**src/rtl/coh_pkg.sv**
```systemverilog
package coh_pkg;
  typedef enum logic [1:0] {LS_INV = 2'b00, LS_SHR = 2'b01, LS_MOD = 2'b10} line_st_e;
  typedef enum logic [1:0] {BC_NONE = 2'b00, BC_READ = 2'b01, BC_INVAL = 2'b10} bus_cmd_e;
  typedef enum logic [1:0] {OP_LOAD = 2'b00, OP_STORE = 2'b01, OP_EVICT = 2'b10} cpu_op_e;
  typedef enum logic [1:0] {FS_IDLE, FS_WBACK, FS_ARB, FS_FILL} fsm_e;
endpackage

```
**src/rtl/coh_line_array.sv**
```systemverilog
module coh_line_array
  import coh_pkg::*;
#(
  parameter int LINES  = 4,
  parameter int TAG_W  = 6,
  parameter int DATA_W = 16,
  localparam int IDX_W = $clog2(LINES)
) (
  input  logic                             clk,
  input  logic                             rst_n,
  input  logic                             sn_en,
  input  logic [IDX_W-1:0]                 sn_idx,
  input  line_st_e                         sn_st,
  input  logic                             lc_en,
  input  logic [IDX_W-1:0]                 lc_idx,
  input  line_st_e                         lc_st,
  input  logic [TAG_W-1:0]                 lc_tag,
  input  logic                             lc_dat_en,
  input  logic [DATA_W-1:0]                lc_dat,
  output line_st_e [LINES-1:0]             st_q,
  output logic [LINES-1:0][TAG_W-1:0]      tag_q,
  output logic [LINES-1:0][DATA_W-1:0]     dat_q
);
  for (genvar g = 0; g < LINES; g++) begin : g_line
    line_st_e          st_r;
    logic [TAG_W-1:0]  tag_r;
    logic [DATA_W-1:0] dat_r;
    logic              sn_sel, lc_sel;

    assign sn_sel = sn_en && (sn_idx == IDX_W'(g));
    assign lc_sel = lc_en && (lc_idx == IDX_W'(g)) && !sn_sel;

    always_ff @(posedge clk or negedge rst_n) begin
      if (!rst_n)      st_r <= LS_INV;
      else if (sn_sel) st_r <= sn_st;
      else if (lc_sel) st_r <= lc_st;
    end

    always_ff @(posedge clk) begin
      if (lc_sel)              tag_r <= lc_tag;
      if (lc_sel && lc_dat_en) dat_r <= lc_dat;
    end

    assign st_q[g]  = st_r;
    assign tag_q[g] = tag_r;
    assign dat_q[g] = dat_r;
  end
endmodule

```
**src/rtl/coh_snoop.sv**
```systemverilog
module coh_snoop
  import coh_pkg::*;
#(
  parameter int ADDR_W = 8,
  parameter int LINES  = 4,
  parameter int DATA_W = 16,
  localparam int IDX_W = $clog2(LINES),
  localparam int TAG_W = ADDR_W - IDX_W
) (
  input  logic                         snp_valid,
  input  logic [1:0]                   snp_cmd,
  input  logic [ADDR_W-1:0]            snp_addr,
  input  line_st_e [LINES-1:0]         st_q,
  input  logic [LINES-1:0][TAG_W-1:0]  tag_q,
  input  logic [LINES-1:0][DATA_W-1:0] dat_q,
  output logic                         sn_hit,
  output logic [IDX_W-1:0]             sn_idx,
  output logic                         sn_upd,
  output line_st_e                     sn_new_st,
  output logic                         sn_wb,
  output logic [DATA_W-1:0]            sn_data
);
  logic [TAG_W-1:0] s_tag;

  always_comb begin
    sn_idx    = snp_addr[IDX_W-1:0];
    s_tag     = snp_addr[ADDR_W-1:IDX_W];
    sn_hit    = snp_valid && (st_q[sn_idx] != LS_INV) && (tag_q[sn_idx] == s_tag);
    sn_data   = dat_q[sn_idx];
    sn_upd    = 1'b0;
    sn_wb     = 1'b0;
    sn_new_st = st_q[sn_idx];
    if (sn_hit && snp_cmd == BC_READ && st_q[sn_idx] == LS_MOD) begin
      sn_wb     = 1'b1;
      sn_upd    = 1'b1;
      sn_new_st = LS_SHR;
    end else if (sn_hit && snp_cmd == BC_INVAL) begin
      sn_upd    = 1'b1;
      sn_new_st = LS_INV;
    end
  end
endmodule

```
**src/rtl/coh_req_fsm.sv**
```systemverilog
module coh_req_fsm
  import coh_pkg::*;
#(
  parameter int ADDR_W = 8,
  parameter int LINES  = 4,
  parameter int DATA_W = 16,
  localparam int IDX_W = $clog2(LINES),
  localparam int TAG_W = ADDR_W - IDX_W
) (
  input  logic                         clk,
  input  logic                         rst_n,
  input  logic                         cpu_req,
  input  logic [1:0]                   cpu_op,
  input  logic [ADDR_W-1:0]            cpu_addr,
  input  logic [DATA_W-1:0]            cpu_wdata,
  output logic                         cpu_ack,
  output logic [DATA_W-1:0]            cpu_rdata,
  input  line_st_e [LINES-1:0]         st_q,
  input  logic [LINES-1:0][TAG_W-1:0]  tag_q,
  input  logic [LINES-1:0][DATA_W-1:0] dat_q,
  input  logic                         snp_blk,
  input  logic                         mem_busy,
  output logic                         bus_req,
  input  logic                         bus_gnt,
  output logic [1:0]                   bus_cmd,
  output logic [ADDR_W-1:0]            bus_addr,
  input  logic                         bus_rvalid,
  input  logic [DATA_W-1:0]            bus_rdata,
  output logic                         wb_go,
  output logic [ADDR_W-1:0]            wb_addr,
  output logic [DATA_W-1:0]            wb_data,
  output logic                         lc_en,
  output logic [IDX_W-1:0]             lc_idx,
  output line_st_e                     lc_st,
  output logic [TAG_W-1:0]             lc_tag,
  output logic                         lc_dat_en,
  output logic [DATA_W-1:0]            lc_dat
);
  fsm_e             fs_q, fs_d;
  logic [TAG_W-1:0] rq_tag;
  line_st_e         cur_st;
  logic             hit, vic_mod, wb_done;

  always_comb begin
    lc_idx    = cpu_addr[IDX_W-1:0];
    rq_tag    = cpu_addr[ADDR_W-1:IDX_W];
    cur_st    = st_q[lc_idx];
    hit       = (cur_st != LS_INV) && (tag_q[lc_idx] == rq_tag);
    vic_mod   = (cur_st == LS_MOD) && (tag_q[lc_idx] != rq_tag);
    fs_d      = fs_q;
    cpu_ack   = 1'b0;
    cpu_rdata = dat_q[lc_idx];
    bus_req   = 1'b0;
    bus_cmd   = (cpu_op == OP_STORE) ? BC_INVAL : BC_READ;
    bus_addr  = cpu_addr;
    wb_go     = 1'b0;
    wb_addr   = {tag_q[lc_idx], lc_idx};
    wb_data   = dat_q[lc_idx];
    lc_en     = 1'b0;
    lc_st     = LS_INV;
    lc_tag    = rq_tag;
    lc_dat_en = 1'b0;
    lc_dat    = cpu_wdata;
    wb_done   = 1'b0;
    unique case (fs_q)
      FS_IDLE: if (cpu_req && !snp_blk) begin
        case (cpu_op)
          OP_LOAD:
            if (hit)          cpu_ack = 1'b1;
            else if (vic_mod) fs_d = FS_WBACK;
            else              fs_d = FS_ARB;
          OP_STORE:
            if (hit && cur_st == LS_MOD) begin
              lc_en = 1'b1; lc_st = LS_MOD; lc_dat_en = 1'b1; cpu_ack = 1'b1;
            end else if (!hit && vic_mod) fs_d = FS_WBACK;
            else fs_d = FS_ARB;
          OP_EVICT:
            if (hit && cur_st == LS_MOD) fs_d = FS_WBACK;
            else begin
              lc_en   = hit;
              lc_tag  = tag_q[lc_idx];
              cpu_ack = 1'b1;
            end
          default: cpu_ack = 1'b1;
        endcase
      end
      FS_WBACK: if (!snp_blk) begin
        lc_tag = tag_q[lc_idx];
        if (cur_st == LS_MOD) begin
          if (!mem_busy) begin
            wb_go = 1'b1; lc_en = 1'b1; wb_done = 1'b1;
          end
        end else begin
          lc_en = 1'b1; wb_done = 1'b1;
        end
        if (wb_done) begin
          if (cpu_op == OP_EVICT) begin
            cpu_ack = 1'b1; fs_d = FS_IDLE;
          end else fs_d = FS_ARB;
        end
      end
      FS_ARB: begin
        bus_req = 1'b1;
        if (bus_gnt) begin
          if (cpu_op == OP_STORE) begin
            lc_en = 1'b1; lc_st = LS_MOD; lc_dat_en = 1'b1; cpu_ack = 1'b1;
            fs_d  = FS_IDLE;
          end else fs_d = FS_FILL;
        end
      end
      FS_FILL: if (bus_rvalid) begin
        lc_en = 1'b1; lc_st = LS_SHR; lc_dat_en = 1'b1; lc_dat = bus_rdata;
        cpu_rdata = bus_rdata; cpu_ack = 1'b1; fs_d = FS_IDLE;
      end
      default: fs_d = FS_IDLE;
    endcase
  end

  always_ff @(posedge clk or negedge rst_n) begin
    if (!rst_n) fs_q <= FS_IDLE;
    else        fs_q <= fs_d;
  end
endmodule

```
**src/rtl/snoop_coh_ctrl.sv**
```systemverilog
module snoop_coh_ctrl
  import coh_pkg::*;
#(
  parameter int ADDR_W = 8,
  parameter int LINES  = 4,
  parameter int DATA_W = 16
) (
  input  logic              clk,
  input  logic              rst_n,
  input  logic              cpu_req,
  input  logic [1:0]        cpu_op,
  input  logic [ADDR_W-1:0] cpu_addr,
  input  logic [DATA_W-1:0] cpu_wdata,
  output logic              cpu_ack,
  output logic [DATA_W-1:0] cpu_rdata,
  output logic              bus_req,
  input  logic              bus_gnt,
  output logic [1:0]        bus_cmd,
  output logic [ADDR_W-1:0] bus_addr,
  input  logic              bus_rvalid,
  input  logic [DATA_W-1:0] bus_rdata,
  input  logic              snp_valid,
  input  logic [1:0]        snp_cmd,
  input  logic [ADDR_W-1:0] snp_addr,
  output logic              snp_dirty,
  output logic [DATA_W-1:0] snp_data,
  output logic              mem_wr,
  output logic [ADDR_W-1:0] mem_addr,
  output logic [DATA_W-1:0] mem_wdata
);
  localparam int IDX_W = $clog2(LINES);
  localparam int TAG_W = ADDR_W - IDX_W;

  logic [1:0]                   rst_pipe;
  logic                         rst_n_s;
  line_st_e [LINES-1:0]         st_q;
  logic [LINES-1:0][TAG_W-1:0]  tag_q;
  logic [LINES-1:0][DATA_W-1:0] dat_q;
  logic                         sn_hit, sn_upd, sn_wb;
  logic [IDX_W-1:0]             sn_idx, lc_idx;
  line_st_e                     sn_new_st, lc_st;
  logic                         lc_en, lc_dat_en, wb_go, snp_blk;
  logic [TAG_W-1:0]             lc_tag;
  logic [DATA_W-1:0]            lc_dat, wb_data;
  logic [ADDR_W-1:0]            wb_addr;

  always_ff @(posedge clk or negedge rst_n) begin
    if (!rst_n) rst_pipe <= 2'b00;
    else        rst_pipe <= {rst_pipe[0], 1'b1};
  end
  assign rst_n_s = rst_pipe[1];

  coh_line_array #(.LINES(LINES), .TAG_W(TAG_W), .DATA_W(DATA_W)) u_lines (
    .clk(clk), .rst_n(rst_n_s),
    .sn_en(sn_upd), .sn_idx(sn_idx), .sn_st(sn_new_st),
    .lc_en(lc_en), .lc_idx(lc_idx), .lc_st(lc_st), .lc_tag(lc_tag),
    .lc_dat_en(lc_dat_en), .lc_dat(lc_dat),
    .st_q(st_q), .tag_q(tag_q), .dat_q(dat_q)
  );

  coh_snoop #(.ADDR_W(ADDR_W), .LINES(LINES), .DATA_W(DATA_W)) u_snoop (
    .snp_valid(snp_valid), .snp_cmd(snp_cmd), .snp_addr(snp_addr),
    .st_q(st_q), .tag_q(tag_q), .dat_q(dat_q),
    .sn_hit(sn_hit), .sn_idx(sn_idx), .sn_upd(sn_upd), .sn_new_st(sn_new_st),
    .sn_wb(sn_wb), .sn_data(snp_data)
  );

  assign snp_blk = sn_hit && (sn_idx == cpu_addr[IDX_W-1:0]);

  coh_req_fsm #(.ADDR_W(ADDR_W), .LINES(LINES), .DATA_W(DATA_W)) u_fsm (
    .clk(clk), .rst_n(rst_n_s),
    .cpu_req(cpu_req), .cpu_op(cpu_op), .cpu_addr(cpu_addr), .cpu_wdata(cpu_wdata),
    .cpu_ack(cpu_ack), .cpu_rdata(cpu_rdata),
    .st_q(st_q), .tag_q(tag_q), .dat_q(dat_q),
    .snp_blk(snp_blk), .mem_busy(sn_wb),
    .bus_req(bus_req), .bus_gnt(bus_gnt), .bus_cmd(bus_cmd), .bus_addr(bus_addr),
    .bus_rvalid(bus_rvalid), .bus_rdata(bus_rdata),
    .wb_go(wb_go), .wb_addr(wb_addr), .wb_data(wb_data),
    .lc_en(lc_en), .lc_idx(lc_idx), .lc_st(lc_st), .lc_tag(lc_tag),
    .lc_dat_en(lc_dat_en), .lc_dat(lc_dat)
  );

  assign snp_dirty = sn_wb;
  assign mem_wr    = sn_wb | wb_go;
  assign mem_addr  = sn_wb ? snp_addr : wb_addr;
  assign mem_wdata = sn_wb ? snp_data : wb_data;
endmodule

```
**config.mk**
```make
export PLATFORM = sky130hd
export DESIGN_NAME = snoop_coh_ctrl
export DESIGN_NICKNAME = d
export VERILOG_FILES = /design/src/rtl/coh_pkg.sv /design/src/rtl/coh_line_array.sv /design/src/rtl/coh_snoop.sv /design/src/rtl/coh_req_fsm.sv /design/src/rtl/snoop_coh_ctrl.sv
export SDC_FILE = /design/constraint.sdc
export NUM_CORES = 1
export LEC_CHECK = 0
export CORE_UTILIZATION = 50
export CTS_BUF_LIST = sky130_fd_sc_hd__clkbuf_8
export CTS_CLUSTER_SIZE = 12
export DETAILED_ROUTE_END_ITERATION = 6
export DONT_BUFFER_PORTS = 1
export PLACE_DENSITY_LB_ADDON = 0.3
export SLEW_MARGIN = 10
export SYNTH_ARGS = -nofsm -noshare
export SYNTH_HDL_FRONTEND = slang
export SYNTH_SLANG_ARGS = --single-unit
```
**constraint.sdc**
```tcl
create_clock -name clk -period 4.5 [get_ports clk]
set_input_delay 0.675 -clock clk [delete_from_list [all_inputs] [get_ports clk]]
set_output_delay 0.675 -clock clk [all_outputs]
set_load 0.02 [all_outputs]
```
==> impl_metrics.py <==
metrics = {
    "clocking": {
        "cts_resized": 0,
        "cts_tree": "done",
        "clock-root-buffer": "clkbuf_8",
        "cts_buffer_depth": 2,
        "post_cts_buffers": 0,
        "clk_latency_ns": 0.36,
        "numClockSinks": 100,
        "numCtsBuffers": 9,
        "cts.clk_slew.worst_paths_ns": 0.09,
        "postCtsHoldBufs": 1,
        "htreeDepth": 3,
    },
    "final_layout": {
        "drive_above_1_share_pct": 17.17,
        "fin_util_pct": 54.75,
        "layout_commonest_cell": "nand2_1",
        "antennaDiodeCount": 0,
        "areaGrowthSynthToFinish_pct": 4.708,
        "layout.cells.most_common_list": "nand2_1, edfxtp_1, mux4_2, nor2_1, mux2_1",
        "num-nets-final": 523,
    },
    "drt": {
        "wirelength_um": 12830,
        "vias_per_cell": 6.289,
        "drc_errors": 0,
        "vias": 3811,
        "wl_per_cell_um": 21.17,
        "drtPass1Iterations": 5,
        "ant_nets": 0,
        "drt_iter0_drc": 396,
    },
    "critical_path": {
        "rr_endpoint": "u_lines.g_line[2].tag_r[3]$_DFFE_PP_",
        "rr_worst_depth": 8,
        "worstPathRequired_ns": 3.83,
        "slowest_delay_ns": 0.53,
        "crit_path_frequent_cell": "nand2_1",
        "arrival_ns": 3.15,
        "cp-start-kind": "flop",
        "crit_cells": 8,
        "cp_top_family": "simple AND/OR/NAND/NOR gates",
        "cp_cell_sequence": "mux4_1, xnor2_1, o2111ai_1, a211o_1, nand2b_4, inv_2, nand2_1, nand2_1",
        "crit_type": "flop to output pin",
        "crit_start": "u_lines.g_line[1].tag_r[4]$_DFFE_PP_",
        "slowest_stage": "mux4_1",
        "critical_path_buf_inv_count": 1,
        "r2r_slack_ns": 1.32,
        "r2r-start": "u_lines.g_line[3].tag_r[3]$_DFFE_PP_",
        "crit_end": "mem_wdata[1]",
        "endpoint_kind": "output pin",
        "crit_fanout": 34,
    },
    "timing": {
        "worstMarginPinSlew_ns": 0.7729,
        "fin_skew_ns": 0.01064,
        "fmax_mhz": 261.2,
        "setup_tns_ns": 0,
        "setup_viol": 0,
        "hold_violations": 0,
        "maxSlewViolCount": 0,
        "min_period_over_period_pct": 85.08,
        "relSlewSlack_pct": 48.47,
        "period_needed_ns": 3.828,
        "grt_setup_unrepaired": "no",
    },
    "global_route": {
        "grt_pass1_vias": 3685,
        "overflow": 0,
        "antenna_found_initial": 0,
        "grt_max_degree": 35,
        "grt.total_usage_pct": 22.46,
        "grt_pass1_wl_um": 19550,
    },
    "placed_design": {
        "hpwl_um": 8954,
        "globalplace.congestion": 0.8019,
        "io_buffers": 0,
    },
    "yosys": {
        "async_reset_ff_share_pct": 12.00,
        "yosysUniqueCellTypes": 57,
        "syn_nets": 537,
        "synthSimpleGateAreaFrac_pct": 14.32,
        "synth_compound_area_share_pct": 6.091,
        "synth-main-ff-cell": "edfxtp_1",
        "synth_mux_area_share_pct": 21.88,
        "synth-seq-area-share_pct": 50.80,
        "synth_edf_count": 88,
        "avgSynthCellArea_um2": 12.20,
        "synth_cells": 475,
        "ys_ff_latch": 100,
        "ys_warn_count": 0,
        "synth_top_family_by_area": "multiplexers",
        "synthAdderAreaFrac_pct": 0.8639,
        "synth-xor-area-share_pct": 2.117,
        "synth.cell_area_um2": 5793,
    },
    "outcome": {
        "outcome": "finished clean",
    },
    "floorplanning": {
        "rows": 38,
        "pin_count": 128,
        "die_y_um": 109.6,
        "die_w_um": 109.6,
        "start_util_pct": 52.29,
        "core_area_um2": 11080,
        "dieArea_um2": 12020,
    },
    "worst_hold_path": {
        "min_path_type": "flop to asynchronous set/reset pin",
    },
    "power_and_ir_drop": {
        "cellPowerDensity_nw_per_um2": 387.6,
        "leakage_nw": 2.238,
        "vdd_ir_drop_max_v": 0.0001600,
    },
    "flow_run": {
        "maxCapViolCount": 0,
    },
}
how the worst min path moves through the flow:
stage                     startpoint                               endpoint  slack (ns)  depth (start not counted)
6_report       rst_pipe[1]$_DFF_PN0_  u_lines.g_line[3].st_r[0]$_DFFE_PN0P_        0.18                          0
4_1_cts        rst_pipe[1]$_DFF_PN0_  u_lines.g_line[3].st_r[0]$_DFFE_PN0P_        0.19                          0
2_1_floorplan  rst_pipe[1]$_DFF_PN0_              u_fsm.fs_q[0]$_DFFE_PN0P_        0.12                          0
3_3_place_gp   rst_pipe[1]$_DFF_PN0_  u_lines.g_line[3].st_r[0]$_DFFE_PN0P_        0.18                          0
5_1_grt        rst_pipe[1]$_DFF_PN0_  u_lines.g_line[0].st_r[0]$_DFFE_PN0P_        0.21                          0
3_5_place_dp   rst_pipe[1]$_DFF_PN0_  u_lines.g_line[3].st_r[0]$_DFFE_PN0P_        0.19                          0
per-layer routing:
layer	global-route usage, %	vias up	part of all wire (%)
met4	7.333	0	1.1
li1	-	1723	-
met1	29.52	1934	41
met3	3.912	12	6.5
met5	0	-	0
met2	38.05	142	52
synth_stat cells, drive strengths merged, types with 3 or more instances:
master,n,area share [%]
nand2,145,9.4
edfxtp,88,46
mux4,46,18
buf,20,2.3
nor2,18,1.2
clkbuf,15,0.97
mux2,14,2.7
o21ai,14,1.3
dfrtp,12,5.2
xnor2,12,1.8
inv,9,0.58
nor3,8,0.78
a21oi,7,0.60
mux2i,7,1.2
nand2b,6,0.78
nand3,5,0.43
ha,4,0.86
a211oi,3,0.48
a31oi,3,0.32
nor2b,3,0.32
o31a,3,0.45
or3,3,0.41
flip-flops by register name, indices dropped and copies added, names as in the netlist:
name	count
u_lines.g_line.dat_r	64
u_fsm.fs_q	2
u_lines.g_line.st_r	8
u_lines.g_line.tag_r	24
rst_pipe	2
area by class of cell:
type	instances	area [um^2]
sequential	100	2943
fill	904	5012
inverter	9	33.78
tap	140	175.2
clock inverter	7	66.31
clock buffer	9	123.9
timing repair buffer	10	77.57
multi-input combinational	331	2646
report_power, final:
| part | switching, W | internal (W) |
|---|---|---|
| Combinational | 0.000377 | 0.000228 |
| Clock | 0.000305 | 0.000257 |
| Sequential | 0.0000632 | 0.00112 |
stage by stage:
stage / hold slack [ns] / worst slack, ns / cell area (um^2) / power, W / cells
final: 0.1762 / 0.6716 / 6066 / 0.002351 / 606
after detailed placement: 0.1917 / 0.7624 / 5866 / 0.001808 / 589
after CTS: 0.1942 / 0.6844 / 6066 / 0.002360 / 606
after global routing: 0.2115 / 0.4833 / 6066 / 0.002466 / 606
after global placement: 0.1824 / 0.8135 / 5866 / 0.001793 / 589
after floorplan: 0.1209 / 0.3919 / 5793 / 0.001706 / 475
cell families after synthesis:
logic type                 Yosys count
AOI/OAI and AO/OA                   50
DFF                                100
adders and majority gates            4
buffers and inverters               44
and+or+nand+nor                    195
muxes                               67
xor gates and xnor gates            14
other                                1
Note: power is estimated with default switching activity, not from simulation.
